<file path="src/rtl/sio_rx_pkg.sv">
// Shared definitions for the serial receive channel.
// Assumes an 8-bit character path and a 2-bit register address.
package sio_rx_pkg;

    localparam int CHAR_W   = 8;
    localparam int ADDR_W   = 2;

    // Register map of the channel
    typedef enum logic [ADDR_W-1:0] {
        REG_MODE  = 2'd0,
        REG_CTRL  = 2'd1,
        REG_DATA  = 2'd2,
        REG_SPARE = 2'd3
    } reg_addr_e;

    // Receiver enable command field, bits [1:0] of a control write
    typedef enum logic [1:0] {
        CMD_NOP    = 2'b00,
        CMD_RX_ON  = 2'b01,
        CMD_RX_OFF = 2'b10,
        CMD_HOLD   = 2'b11
    } rx_cmd_e;

    localparam int          CMD_CLR_BIT = 4;      // reset-receiver command bit
    localparam logic [1:0]  LOOP_CODE   = 2'b10;  // mode1[7:6] value for loopback

    // Status byte layout
    localparam int ST_READY = 0;
    localparam int ST_FULL  = 1;
    localparam int ST_EN    = 2;
    localparam int ST_LOOP  = 3;
    localparam int ST_MSEL  = 4;

    // One candidate character for the queue
    typedef struct packed {
        logic              push;
        logic [CHAR_W-1:0] data;
    } rx_push_t;

endpackage

</file>
<file path="src/rtl/sio_mode_regs.sv">
// Two mode registers reached through one address.
// The pointer selects mode1 after reset, moves to mode2 after the first
// write and stays there until clr_ptr. Assumes wr_en and clr_ptr are never
// high together; clr_ptr wins if they are.
module sio_mode_regs #(
    parameter int W = 8
) (
    input  logic         clk,
    input  logic         rst_n,
    input  logic         wr_en,
    input  logic         clr_ptr,
    input  logic [W-1:0] wdata,
    output logic [W-1:0] mode1,
    output logic [W-1:0] mode2,
    output logic         sel,
    output logic [W-1:0] rd_val
);

    // Mode storage and auto-advancing pointer
    always_ff @(posedge clk) begin
        if (!rst_n) begin
            mode1 <= '0;
            mode2 <= '0;
            sel   <= 1'b0;
        end else if (clr_ptr) begin
            sel   <= 1'b0;
        end else if (wr_en) begin
            if (sel) mode2 <= wdata;
            else     mode1 <= wdata;
            sel <= 1'b1;
        end
    end

    // Read view of the register the pointer selects
    always_comb rd_val = sel ? mode2 : mode1;

endmodule

</file>
<file path="src/rtl/sio_rx_ingress.sv">
// Picks the source of the next character and decides whether it is stored.
// In loopback only host transmit writes count. Otherwise deserializer
// characters count, except break conditions. Nothing is stored while the
// receiver is disabled or the queue is full. Purely combinational.
module sio_rx_ingress
    import sio_rx_pkg::*;
(
    input  logic              loop_en,
    input  logic              rx_en,
    input  logic              q_full,
    input  logic              des_valid,
    input  logic              des_break,
    input  logic [CHAR_W-1:0] des_data,
    input  logic              host_tx_wr,
    input  logic [CHAR_W-1:0] host_wdata,
    output rx_push_t          cand
);

    logic src_valid;

    // Source selection: loopback takes host bytes, normal takes the line
    always_comb begin
        if (loop_en) begin
            src_valid = host_tx_wr;
            cand.data = host_wdata;
        end else begin
            src_valid = des_valid && !des_break;
            cand.data = des_data;
        end
    end

    // Admission: receiver on and room left
    always_comb cand.push = src_valid && rx_en && !q_full;

endmodule

</file>
<file path="src/rtl/sio_rx_fifo.sv">
// Circular receive queue with ready/full/interrupt flags.
// Pointers wrap at DEPTH (any DEPTH >= 2). Equal pointers mean empty unless
// full is set. A pop is honoured only while ready is high. Assumes the
// caller never pushes while full.
module sio_rx_fifo #(
    parameter int DEPTH = 4,
    parameter int W     = 8
) (
    input  logic         clk,
    input  logic         rst_n,
    input  logic         clr,
    input  logic         push,
    input  logic [W-1:0] push_data,
    input  logic         pop_req,
    output logic [W-1:0] head,
    output logic         ready,
    output logic         full,
    output logic         irq,
    output logic         irq_pulse
);

    localparam int PTR_W = (DEPTH > 1) ? $clog2(DEPTH) : 1;
    localparam logic [PTR_W-1:0] LAST = PTR_W'(DEPTH - 1);

    logic [W-1:0]     mem [DEPTH];
    logic [PTR_W-1:0] wptr, rptr, wnext, rnext;
    logic             pop;

    // Advance a pointer with wrap at the last entry
    function automatic logic [PTR_W-1:0] bump(input logic [PTR_W-1:0] p);
        return (p == LAST) ? '0 : p + 1'b1;
    endfunction

    always_comb begin
        wnext = bump(wptr);
        rnext = bump(rptr);
        pop   = pop_req && ready;
        head  = mem[rptr];
    end

    // One write-enabled storage entry per slot
    for (genvar i = 0; i < DEPTH; i++) begin : g_slot
        always_ff @(posedge clk) begin
            if (!rst_n)                                  mem[i] <= '0;
            else if (push && (wptr == PTR_W'(i)))        mem[i] <= push_data;
        end
    end

    // Pointer and flag update for push, pop or both
    always_ff @(posedge clk) begin
        if (!rst_n || clr) begin
            wptr      <= '0;
            rptr      <= '0;
            ready     <= 1'b0;
            full      <= 1'b0;
            irq       <= 1'b0;
            irq_pulse <= 1'b0;
        end else begin
            if (push) wptr <= wnext;
            if (pop)  rptr <= rnext;
            unique case ({push, pop})
                2'b10: begin
                    ready     <= 1'b1;
                    irq       <= 1'b1;
                    irq_pulse <= 1'b1;
                    full      <= (wnext == rptr);
                end
                2'b01: begin
                    full <= 1'b0;
                    if (rnext == wptr) begin
                        ready     <= 1'b0;
                        irq       <= 1'b0;
                        irq_pulse <= 1'b0;
                    end else begin
                        irq_pulse <= 1'b1;
                    end
                end
                2'b11: begin
                    ready     <= 1'b1;
                    irq       <= 1'b1;
                    irq_pulse <= 1'b1;
                    full      <= 1'b0;
                end
                default: irq_pulse <= 1'b0;
            endcase
        end
    end

endmodule

</file>
<file path="src/rtl/sio_rx_channel.sv">
// Receive side of one serial channel: register decode, receiver enable,
// transmit holding latch, mode registers, ingress selection and the queue.
// Assumes one bus access per bus_sel cycle; read data is combinational.
module sio_rx_channel
    import sio_rx_pkg::*;
#(
    parameter int DEPTH = 4
) (
    input  logic              clk,
    input  logic              rst_n,
    input  logic              bus_sel,
    input  logic              bus_wr,
    input  logic [ADDR_W-1:0] bus_addr,
    input  logic [CHAR_W-1:0] bus_wdata,
    output logic [CHAR_W-1:0] bus_rdata,
    input  logic              des_valid,
    input  logic              des_break,
    input  logic [CHAR_W-1:0] des_data,
    output logic [CHAR_W-1:0] tx_data,
    output logic              tx_load,
    output logic [CHAR_W-1:0] mode1,
    output logic [CHAR_W-1:0] mode2,
    output logic              rx_ready,
    output logic              rx_full,
    output logic              rx_irq,
    output logic              rx_irq_pulse
);

    logic              mode_wr, ctrl_wr, data_wr, data_rd, bus_rd;
    logic              rx_clr, rx_en, loop_en, mode_sel;
    logic [CHAR_W-1:0] mode_rd, head, status;
    rx_push_t          cand;

    // Address decode of the single-cycle access
    always_comb begin
        bus_rd  = bus_sel && !bus_wr;
        mode_wr = bus_sel && bus_wr && (bus_addr == REG_MODE);
        ctrl_wr = bus_sel && bus_wr && (bus_addr == REG_CTRL);
        data_wr = bus_sel && bus_wr && (bus_addr == REG_DATA);
        data_rd = bus_rd && (bus_addr == REG_DATA);
        rx_clr  = ctrl_wr && bus_wdata[CMD_CLR_BIT];
        loop_en = (mode1[7:6] == LOOP_CODE);
    end

    // Receiver enable from the command field
    always_ff @(posedge clk) begin
        if (!rst_n) begin
            rx_en <= 1'b0;
        end else if (ctrl_wr) begin
            unique case (rx_cmd_e'(bus_wdata[1:0]))
                CMD_RX_ON:  rx_en <= 1'b1;
                CMD_RX_OFF: rx_en <= 1'b0;
                default:    rx_en <= rx_en;
            endcase
        end
    end

    // Transmit holding latch and serializer load strobe
    always_ff @(posedge clk) begin
        if (!rst_n) begin
            tx_data <= '0;
            tx_load <= 1'b0;
        end else begin
            tx_load <= data_wr && !loop_en;
            if (data_wr) tx_data <= bus_wdata;
        end
    end

    sio_mode_regs #(.W(CHAR_W)) u_mode (
        .clk     (clk),
        .rst_n   (rst_n),
        .wr_en   (mode_wr),
        .clr_ptr (rx_clr),
        .wdata   (bus_wdata),
        .mode1   (mode1),
        .mode2   (mode2),
        .sel     (mode_sel),
        .rd_val  (mode_rd)
    );

    sio_rx_ingress u_ing (
        .loop_en    (loop_en),
        .rx_en      (rx_en),
        .q_full     (rx_full),
        .des_valid  (des_valid),
        .des_break  (des_break),
        .des_data   (des_data),
        .host_tx_wr (data_wr),
        .host_wdata (bus_wdata),
        .cand       (cand)
    );

    sio_rx_fifo #(.DEPTH(DEPTH), .W(CHAR_W)) u_fifo (
        .clk       (clk),
        .rst_n     (rst_n),
        .clr       (rx_clr),
        .push      (cand.push),
        .push_data (cand.data),
        .pop_req   (data_rd),
        .head      (head),
        .ready     (rx_ready),
        .full      (rx_full),
        .irq       (rx_irq),
        .irq_pulse (rx_irq_pulse)
    );

    // Status byte assembly
    always_comb begin
        status           = '0;
        status[ST_READY] = rx_ready;
        status[ST_FULL]  = rx_full;
        status[ST_EN]    = rx_en;
        status[ST_LOOP]  = loop_en;
        status[ST_MSEL]  = mode_sel;
    end

    // Read data multiplexer
    always_comb begin
        bus_rdata = '0;
        if (bus_rd) begin
            unique case (reg_addr_e'(bus_addr))
                REG_MODE: bus_rdata = mode_rd;
                REG_CTRL: bus_rdata = status;
                REG_DATA: bus_rdata = head;
                default:  bus_rdata = '0;
            endcase
        end
    end

endmodule

</file>
<file path="config.mk">
export PLATFORM = sky130hd
export DESIGN_NAME = sio_rx_channel
export DESIGN_NICKNAME = d
export VERILOG_FILES = /design/src/rtl/sio_rx_pkg.sv /design/src/rtl/sio_mode_regs.sv /design/src/rtl/sio_rx_ingress.sv /design/src/rtl/sio_rx_fifo.sv /design/src/rtl/sio_rx_channel.sv
export SDC_FILE = /design/constraint.sdc
export NUM_CORES = 1
export LEC_CHECK = 0
export BUFFER_PORTS_ARGS = -buffer_cell sky130_fd_sc_hd__buf_2
export CAP_MARGIN = 25
export CORE_MARGIN = 2
export CORE_UTILIZATION = 35
export DETAILED_ROUTE_END_ITERATION = 10
export GPL_TIMING_DRIVEN = 0
export PLACE_DENSITY = 0.58
export SLEW_MARGIN = 40
export SYNTH_ARGS = -nofsm -noshare
export SYNTH_HDL_FRONTEND = slang
export SYNTH_SLANG_ARGS = --single-unit
</file>
<file path="constraint.sdc">
create_clock -name clk -period 3 [get_ports clk]
set_input_delay 0.3 -clock clk [delete_from_list [all_inputs] [get_ports clk]]
set_output_delay 0.3 -clock clk [all_outputs]
set_load 0.05 [all_outputs]
</file>
After elaboration in Yosys (flattened, before gate mapping)

Memories as Yosys holds them, arrays and structs flattened. A register that Yosys moved wholly into a read port is not among the register bits.
Cells that the tools add are included.

Flip-flop bits (word level): 34
Bits in latches: 0
Memory bits (writable): 32
Bits in read-only memories: 0
Input bits: 24
Output and inout bits: 37
Word-level logic and storage cells: 102
Memories kept: 1

Memory list:

| name       | words | width | rd ports | clocked after Yosys merged registers in | wr ports | RTL line          | text |
|---|---|---|---|---|---|---|---|
| u_fifo.mem | 4     | 8     | 1        | 1                                       | 4        | sio_rx_fifo.sv:25 | `logic [W-1:0] mem [DEPTH];` |

Add/sub/neg operators: 2
Multipliers: 0
Divide/modulo/power cells: 0
$lt $le $gt $ge: 0
Equality and inequality tests: 15
Shifts and indexed selects: 0
Mux-type cells: 32
Bitwise logic cells: 7
Reductions and logical operators: 34

Operators with widths:

| operator              | count |
|---|---|
| $mux W8               | 7 |
| $pmux W8 S3           | 1 |
| $eq A2 B2 Y1 const B  | 8 |
| $logic_and A1 B1 Y1   | 16 |
| $mux W1               | 16 |
| $eq A2 B1 Y1 const B  | 4 |
| $mux W2               | 4 |
| $pmux W1 S2           | 4 |
| $reduce_and A3 Y1     | 2 |
| $reduce_bool A2 Y1    | 3 |
| $reduce_or A2 Y1      | 3 |
| $logic_not A1 Y1      | 5 |
| $add A2 B1 Y2 const B | 2 |
| $eq A2 B2 Y1          | 2 |
| $logic_not A2 Y1      | 2 |
| $or A1 B1 Y1          | 4 |
| $reduce_and A2 Y1     | 2 |
| $not A1 Y1            | 3 |
| $ne A2 B1 Y1 const B  | 1 |
| $logic_or A1 B1 Y1    | 1 |

Logic depth before layout (Yosys ltp)

Gate-level depths: netlist of the first run.

Word-level depth: 10
Mapped depth: 7
Gate-level depth less buffers: 5

Hierarchy

From an unflattened synthesis of the first run, not the netlist that was laid out.

Cell total of the unflattened synthesis: 302
Area total of the unflattened synthesis: 3370.7 um^2

Modules (own cells, without submodules):

| module         | times used | cells each | area each (um^2) | sequential area each (um^2) |
|---|---|---|---|---|
| sio_rx_fifo    | 1          | 134        | 1858.0           | 1141.1 |
| sio_mode_regs  | 1          | 75         | 754.5            | 340.3 |
| sio_rx_channel | 1          | 80         | 633.1            | 200.2 |
| sio_rx_ingress | 1          | 13         | 125.1            | 0.0 |

Worst setup path before layout of the first run

No wires, ideal clock.

Path kind: flip-flop to output port
Start: reg u_mode.mode1[7]
End: out bus_rdata[3]
Data arrival time: 2.377 ns
Slack: 0.323 ns
Stages on the path, launching flop included: 5
Buffers on the path: 1
Path through: dfxtp_1 > or2b_2 > clkbuf_1 > a211o_1 > a21oi_1

Longest elaborated chain between the ends: 3

RTL lines:

| what                   | RTL line              | text |
|---|---|---|
| from (decl)            | sio_mode_regs.sv:13   | `output logic [W-1:0] mode1,` |
| from (signal assigned) | sio_mode_regs.sv:29   | `else mode1 <= wdata;` |
| $eq A2 B2 Y1           | sio_rx_channel.sv:42  | `loop_en = (mode1[7:6] == LOOP_CODE);` |
| $pmux W8 S3            | sio_rx_channel.sv:121 | `unique case (reg_addr_e'(bus_addr))` |
| $mux W8                | sio_rx_channel.sv:120 | `if (bus_rd) begin` |
| to (decl)              | sio_rx_channel.sv:15  | `output logic [CHAR_W-1:0] bus_rdata,` |

Every way passes these cells.

Worst setup path in the final report of the first run

Start: reg u_mode.sel
End: out bus_rdata[4]

Longest elaborated chain between the ends: 3

RTL lines:

| what                   | RTL line              | text |
|---|---|---|
| from (decl)            | sio_mode_regs.sv:15   | `output logic sel,` |
| from (signal assigned) | sio_mode_regs.sv:24   | `sel <= 1'b0;` |
| from (signal assigned) | sio_mode_regs.sv:26   | `sel <= 1'b0;` |
| from (signal assigned) | sio_mode_regs.sv:30   | `sel <= 1'b1;` |
| $mux W8                | sio_mode_regs.sv:35   | `always_comb rd_val = sel ? mode2 : mode1;` |
| $pmux W8 S3 *          | sio_rx_channel.sv:121 |  |
| $mux W8 *              | sio_rx_channel.sv:120 |  |

Every way passes the cells marked *; elsewhere a longest branch is shown, timed or not.

==> metrics.md, run 1 <==
| Metric | Value |
|---|---|
| Status | `complete, no violations` |
| Synth Warn # | `0` |
| Crit. End Element | `output pin` |
| IO Count | `61` |
| Crit path cell chain | `buf_2, clkbuf_1, o21ai_0, a21oi_1, a21oi_1, nor2_1, buf_2` |
| Sequential area share after synthesis | `0.521` |
| First-pass DRT Iterations | `4` |
| Ys async rst share | `0` |
| Fin nets | `419` |
| Pleak | `1.57 nW` |
| Worst rel slew slack | `0.530` |
| Via count | `2521` |
| Flop pwr share | `0.517` |
| Placed Area | `0.00367 mm2` |
| First-pass GRT wire length | `13000 um` |
| Worst Tran Pin Value | `705 ps` |
| Number of cell rows | `35` |
| Final worst path period need | `2600 ps` |
| Ys flop type | `dfxtp_1` |
| Num Clock Sinks | `68` |
| Total track usage | `0.174` |
| Share of Yosys cell area claimed by the top area cell type | `0.297` |
| CTS tree | `built` |
| HPWL Detailed | `6190 um` |
| Area delta synth->final | `20.3%` |
| Core ar. | `0.00911 mm2` |
| Num CTS Buffers | `9` |
| Pint | `1.47 mW` |
| PD cells | `496 mW/mm2` |
| Max H-tree Level | `3` |
| Maximum VDD drop | `0.247 mV` |
| Routed WL | `8310 um` |
| Post-Syn Nets | `350` |
| P_sw | `0.460 mW` |
| F_max | `0.385 GHz` |
| Initial antenna violation count | `0` |
| Post-synth EDFFs | `32` |
| Fin crit share | `0.865` |
| Fin. max-slew vios | `0` |
| Clock Latency Late Sink | `340 ps` |
| Largest net degree at the start of global routing | `12` |
| Mapped Area | `0.00323 mm2` |
| R2R Setup Slk | `770 ps` |
| Synth area leaders | `edfxtp_1, dfxtp_1, mux2i_1, mux4_2, nand2_1` |
| HP Class | `input pin to flop` |
| Worst path bufs/invs | `3` |
| Max cap viols | `0` |
| Vias in the first global route | `2419` |
| Vias/cell | `4.99` |
| Die H | `100 um` |
| RSZ-0062 raised after global routing | `false` |
| DRT iter0 DRCs | `127` |
| Routed len/inst | `16.5 um` |
| Placer Congestion | `0.821` |
| FILL cells | `907` |
| Final setup fails | `0` |
| Max Root-Sink Buffers | `2` |
| Netlist cell types | `40` |
| Die X | `100 um` |
| Slowest CP cell | `dfxtp_1` |
| Post-Syn Area per Cell | `10.1 um2` |
| CP Data Required Time | `2700 ps` |
| Clock share of power | `0.404` |
| Fin Setup TNS | `0 ps` |
| Synth Register Bits | `68` |
| Setup Skew | `12.9 ps` |
| Buffers on Ports | `58` |
| Initial Util | `0.355` |
| # Post-CTS Setup Buffers | `0` |
| Hold-fix buffers, CTS | `0` |
| Commonest non-fill, non-tap cell in the layout | `buf_2` |
| Share of cells above drive strength 1 | `0.266` |
| Cells after Synth | `320` |
| Antenna Nets Post-Route | `0` |
| Clock slew at reported path FFs | `80 ps` |
| Synth area leader | `edfxtp_1` |
| Final count of hold timing violations | `0` |
| Setup CP Type | `flop to output pin` |
| Worst path top cell family by delay | `buffers and inverters` |
| CP startpoint kind | `flop` |
| Antenna fix cells | `0` |
| Switching part of the total power | `0.239` |
| GR Overflow Total | `0` |
| Max incr delay on CP | `410 ps` |
| CTS resizes | `0` |
| CP arrival | `2300 ps` |
| Post-route cell area | `0.00388 mm2` |
| Remaining DRCs | `0` |
| Die area | `0.0100 mm2` |
| Comb pwr share | `0.079` |
| Commonest cells after routing, fill and taps aside | `buf_2, nor2_1, nand2_1, dfxtp_1, edfxtp_1` |
| CTS Root Buffer Type | `clkbuf_8` |
| CP max FO | `10` |
worst register-to-register path, delay by kind of cell, from the launching register on:
| family | cells | cell delay [ps] |
|---|---|---|
| AO/OA/AOI/OAI | 2 | 630 |
| AND/OR/NAND/NOR | 2 | 610 |
| flip-flops | 1 | 430 |
| buffers and inverters | 1 | 200 |
cell usage after synthesis, drive strengths merged (2+ instances only):
master / n
mux2i: 23
mux4: 8
nor2b: 5
or3: 2
inv: 8
o21ai: 10
and4b: 2
buf: 14
or4: 4
ha: 6
nor2: 49
edfxtp: 32
nor3: 5
clkbuf: 8
a21oi: 31
nand2: 44
dfxtp: 36
xnor2: 3
nand2b: 4
nand3: 13
metal layers:
| layer | wire length, um | part of all wire | global-route usage |
|---|---|---|---|
| met5 | 0 | 0 | 0 |
| met4 | 87 | 0.010 | 0.0443 |
| met2 | 3930 | 0.47 | 0.272 |
| met1 | 3790 | 0.46 | 0.242 |
| met3 | 509 | 0.061 | 0.0487 |
registers in the layout, summed over array words and instances, names as in the netlist, 2 cells and up, named ones only:
register and count:
u_mode.mode2 8, tx_data 8, u_fifo.wptr 2, u_mode.mode1 8
u_fifo.rptr 2, u_fifo.mem 32
cell type report:
| cell class | count | area, um2 | area share |
|---|---|---|---|
| flip-flops and latches | 68 | 1680 | 0.433 |
| multi-input cells | 221 | 1410 | 0.363 |
| repair buffers | 58 | 290 | 0.0747 |
| clock buffers | 14 | 199 | 0.0512 |
| well taps | 111 | 139 | 0.0357 |
| plain buffers | 22 | 119 | 0.0306 |
| inverters | 9 | 33.8 | 0.00870 |
| clock inverters | 2 | 11.3 | 0.00290 |
logic make-up after synthesis:
family,share of synthesized area
mux,0.127
buf+inv,0.0473
xor+xnor,0.0108
compound gates,0.0763
simple gates,0.195
fa+ha+maj,0.0232
flops,0.521
metrics by stage:
step	hold slack, ps	utilization	worst slack, ps	total power, mW	instances
2_1_floorplan	436	-	323	1.11	320
3_3_place_gp	440	0.402	462	1.17	489
3_5_place_dp	446	0.403	455	1.17	489
4_1_cts	215	0.426	392	1.95	505
5_1_grt	225	0.427	192	2.00	505
6_report	234	0.427	404	1.93	505
final timing paths:
path / start / end / cells after the start
setup reg to reg: u_mode.mode1[7] / u_fifo.mem[0][7] / 5
hold reg to reg: tx_data[0] / tx_data[0] / 2
hold / removal: bus_wdata[0] / tx_data[0] / 3
setup / recovery: u_mode.sel / bus_rdata[4] / 7
power by group through the flow:
| stage | combinational, mW | clock (mW) | sequential, mW |
|---|---|---|---|
| 5_1_grt | 0.165 | 0.839 | 0.999 |
| 4_1_cts | 0.152 | 0.798 | 0.998 |
| 3_5_place_dp | 0.152 | 0 | 1.02 |
| 3_3_place_gp | 0.150 | 0 | 1.02 |
| 6_report | 0.151 | 0.779 | 0.998 |
| 2_1_floorplan | 0.0782 | 0 | 1.03 |
Power figures use the tool's default switching activity.
==> run 2: changes to the inputs <==
REMOVE_ABC_BUFFERS = 1   (was unset)
==> run 2 against run 1 <==
- cell area fell by 3.4%
- critical path depth fell by 3
- global-route usage is 0.82 points lower
- register-to-register slack lost 140 ps
- non-clock buffer count fell by 20
- total power is 6.7% lower
- core utilization fell by 1.5 points
- sequential cell count is the same
- clock skew shrank 5.7 ps
- wire length down 2.0%
- worst hold slack lost 3.0 ps
- critical endpoint is now bus_rdata[6]
==> metrics.md, run 2 (synthesized netlist as in run 1, its figures left out) <==
| Metric | Value |
|---|---|
| Status | `complete, no violations` |
| Max incr delay on CP | `680 ps (+270 ps)` |
| Crit Reg-Reg Startpoint | `u_mode.mode1[7]` |
| Routed len/inst | `16.8 um (+2.0%)` |
| Vias in the first global route | `2342 (-3.2%)` |
| Antenna Nets Post-Route | `0 (unchanged)` |
| Clock share of power | `0.364 (-0.040)` |
| Worst Tran Pin Value | `763 ps (+57.7 ps)` |
| Worst R2R End | `u_fifo.mem[3][4]` |
| Fin Setup TNS | `0 ps (unchanged)` |
| Worst Hold Path EP | `tx_data[0]` |
| Antenna fix cells | `0 (unchanged)` |
| Commonest non-fill, non-tap cell in the layout | `buf_2` |
| Max Root-Sink Buffers | `2 (unchanged)` |
| Final setup fails | `0 (unchanged)` |
| CP startpoint kind | `flop` |
| Number of cell rows | `35 (unchanged)` |
| R2R cell count | `4 (-1)` |
| FILL cells | `917 (+1.1%)` |
| Number of flip-flops in the largest register | `32 (unchanged)` |
| Tot Pwr | `1.80 mW (-6.7%)` |
| Routed WL | `8150 um (-2.0%)` |
| Buffers on Ports | `60 (+3.4%)` |
| Fin crit share | `0.790 (-0.0749)` |
| Vias/cell | `5.16 (+3.4%)` |
| Largest net degree at the start of global routing | `27 (+15)` |
| GR Overflow Total | `0 (unchanged)` |
| HP Class | `input pin to flop` |
| PD cells | `480 mW/mm2 (-3.4%)` |
| Fin nets | `399 (-4.8%)` |
| CP max FO | `8 (-2)` |
| CP arrival | `2070 ps (-230 ps)` |
| First-pass DRT Iterations | `4 (unchanged)` |
| Maximum VDD drop | `0.291 mV (+18%)` |
| Worst path top cell family by delay | `flip-flops` |
| Core ar. | `0.00911 mm2 (unchanged)` |
| Initial Util | `0.355 (unchanged)` |
| CTS Root Buffer Type | `clkbuf_8` |
| # Post-CTS Setup Buffers | `0 (unchanged)` |
| Die H | `100 um (unchanged)` |
| CTS resizes | `0 (unchanged)` |
| CP Data Required Time | `2700 ps (about the same)` |
| Die area | `0.0100 mm2 (unchanged)` |
| Hold depth | `3 (unchanged)` |
| Total track usage | `0.166 (-0.00820)` |
| Pleak | `1.50 nW (-4.4%)` |
| Clock Latency Late Sink | `350 ps (about the same)` |
| Fin. max-slew vios | `0 (unchanged)` |
| Via count | `2504 (-0.67%)` |
| Worst setup margin | `629 ps (+225 ps)` |
| Max H-tree Level | `3 (unchanged)` |
| CTS tree | `built` |
| Setup Skew | `7.21 ps (-5.72 ps)` |
| Die X | `100 um (unchanged)` |
| Placer Congestion | `0.840 (+2.3%)` |
| Max cap viols | `0 (unchanged)` |
| Worst rel slew slack | `0.488 (-0.0416)` |
| Worst path bufs/invs | `1 (-2)` |
| Num Clock Sinks | `68 (unchanged)` |
| Remaining DRCs | `0 (unchanged)` |
| Crit. End Element | `output pin` |
| R2R Setup Slk | `630 ps (-140 ps)` |
| Setup CP Type | `flop to output pin` |
| RSZ-0062 raised after global routing | `false` |
| Initial antenna violation count | `0 (unchanged)` |
| Pint | `1.33 mW (-9.6%)` |
| Flop pwr share | `0.556 (+0.039)` |
| HPWL Detailed | `5710 um (-7.8%)` |
| Hold-fix buffers, CTS | `0 (unchanged)` |
| Commonest cells after routing, fill and taps aside | `buf_2, nor2_1, nand2_1, dfxtp_1, edfxtp_1` |
| DRT iter0 DRCs | `115 (-9.4%)` |
| Largest Register | `u_fifo.mem` |
| Slowest CP cell | `dfxtp_1` |
| First-pass GRT wire length | `12500 um (-3.6%)` |
| Area delta synth->final | `16.1%` |
| F_max | `0.422 GHz (+9.5%)` |
| Num CTS Buffers | `9 (unchanged)` |
| HP Start | `bus_wdata[0]` |
| Switching part of the total power | `0.262 (+0.0237)` |
| Crit path cell chain | `mux4_2, a21oi_1, nor3_1, buf_2` |
| Share of cells above drive strength 1 | `0.265 (-0.00179)` |
| P_sw | `0.472 mW (+2.6%)` |
| Comb pwr share | `0.081 (+0.002)` |
| Placement Setup Slack | `13.5 ps (-442 ps)` |
| Final worst path period need | `2370 ps (-225 ps)` |
| Final count of hold timing violations | `0 (unchanged)` |
| IO Count | `61 (unchanged)` |
| Clock slew at reported path FFs | `80 ps (about the same)` |
==> run 2: power groups by stage <==
stage	Clock [mW]	Sequential (mW)	Combinational (mW)
floorplan	0	1.04	0.0642
global placement	0	1.02	0.141
detailed placement	0	1.02	0.145
CTS	0.666	1.00	0.145
global route	0.700	1.00	0.158
finish	0.654	1.00	0.145
==> run 2: worst min-delay path, stage by stage <==
cell and delay [ps]:
buf_2 130, nand2_1 60, a21oi_1 50
==> run 2: routing by layer <==
metal / GRT usage / share of wire / vias to the layer above / wire (um)
met2: 0.248 / 0.45 / 65 / 3630
met1: 0.241 / 0.49 / 1213 / 3980
met3: 0.0494 / 0.056 / 10 / 459
li1: - / - / 1216 / -
met4: 0.0358 / 0.0093 / 0 / 76
met5: 0 / 0 / - / 0
==> run 2: worst max-delay path by stage <==
stage	start	endpoint	slack, ps	cells after the start
2_1_floorplan	u_mode.mode1[7]	bus_rdata[3]	500	3
3_3_place_gp	bus_addr[0]	u_mode.mode1[1]	-270	5
3_5_place_dp	bus_addr[1]	u_fifo.mem[2][5]	10	5
4_1_cts	u_mode.mode1[7]	u_fifo.mem[2][6]	370	4
5_1_grt	u_mode.mode1[7]	u_fifo.mem[0][0]	450	4
6_report	flop	bus_rdata[6]	630	4
==> run 2: layout make-up <==
| cell class | count | area (um2) | share of cell area |
|---|---|---|---|
| repair buffers | 60 | 300 | 0.0801 |
| clock inverters | 7 | 42.5 | 0.0113 |
| inverters | 9 | 33.8 | 0.00901 |
| clock buffers | 9 | 124 | 0.0330 |
| multi-input cells | 221 | 1430 | 0.381 |
| flip-flops and latches | 68 | 1680 | 0.449 |
| well taps | 111 | 139 | 0.0370 |
==> run 2: stage by stage <==
step | utilization | cells | hold slack, ps | area, um2
finish | 0.412 | 485 | 231 | 3750
detailed placement | 0.393 | 469 | 448 | 3580
CTS | 0.411 | 485 | 215 | 3740
global placement | 0.390 | 469 | 441 | 3550
global route | 0.412 | 485 | 229 | 3750
floorplan | - | 298 | 436 | 3110
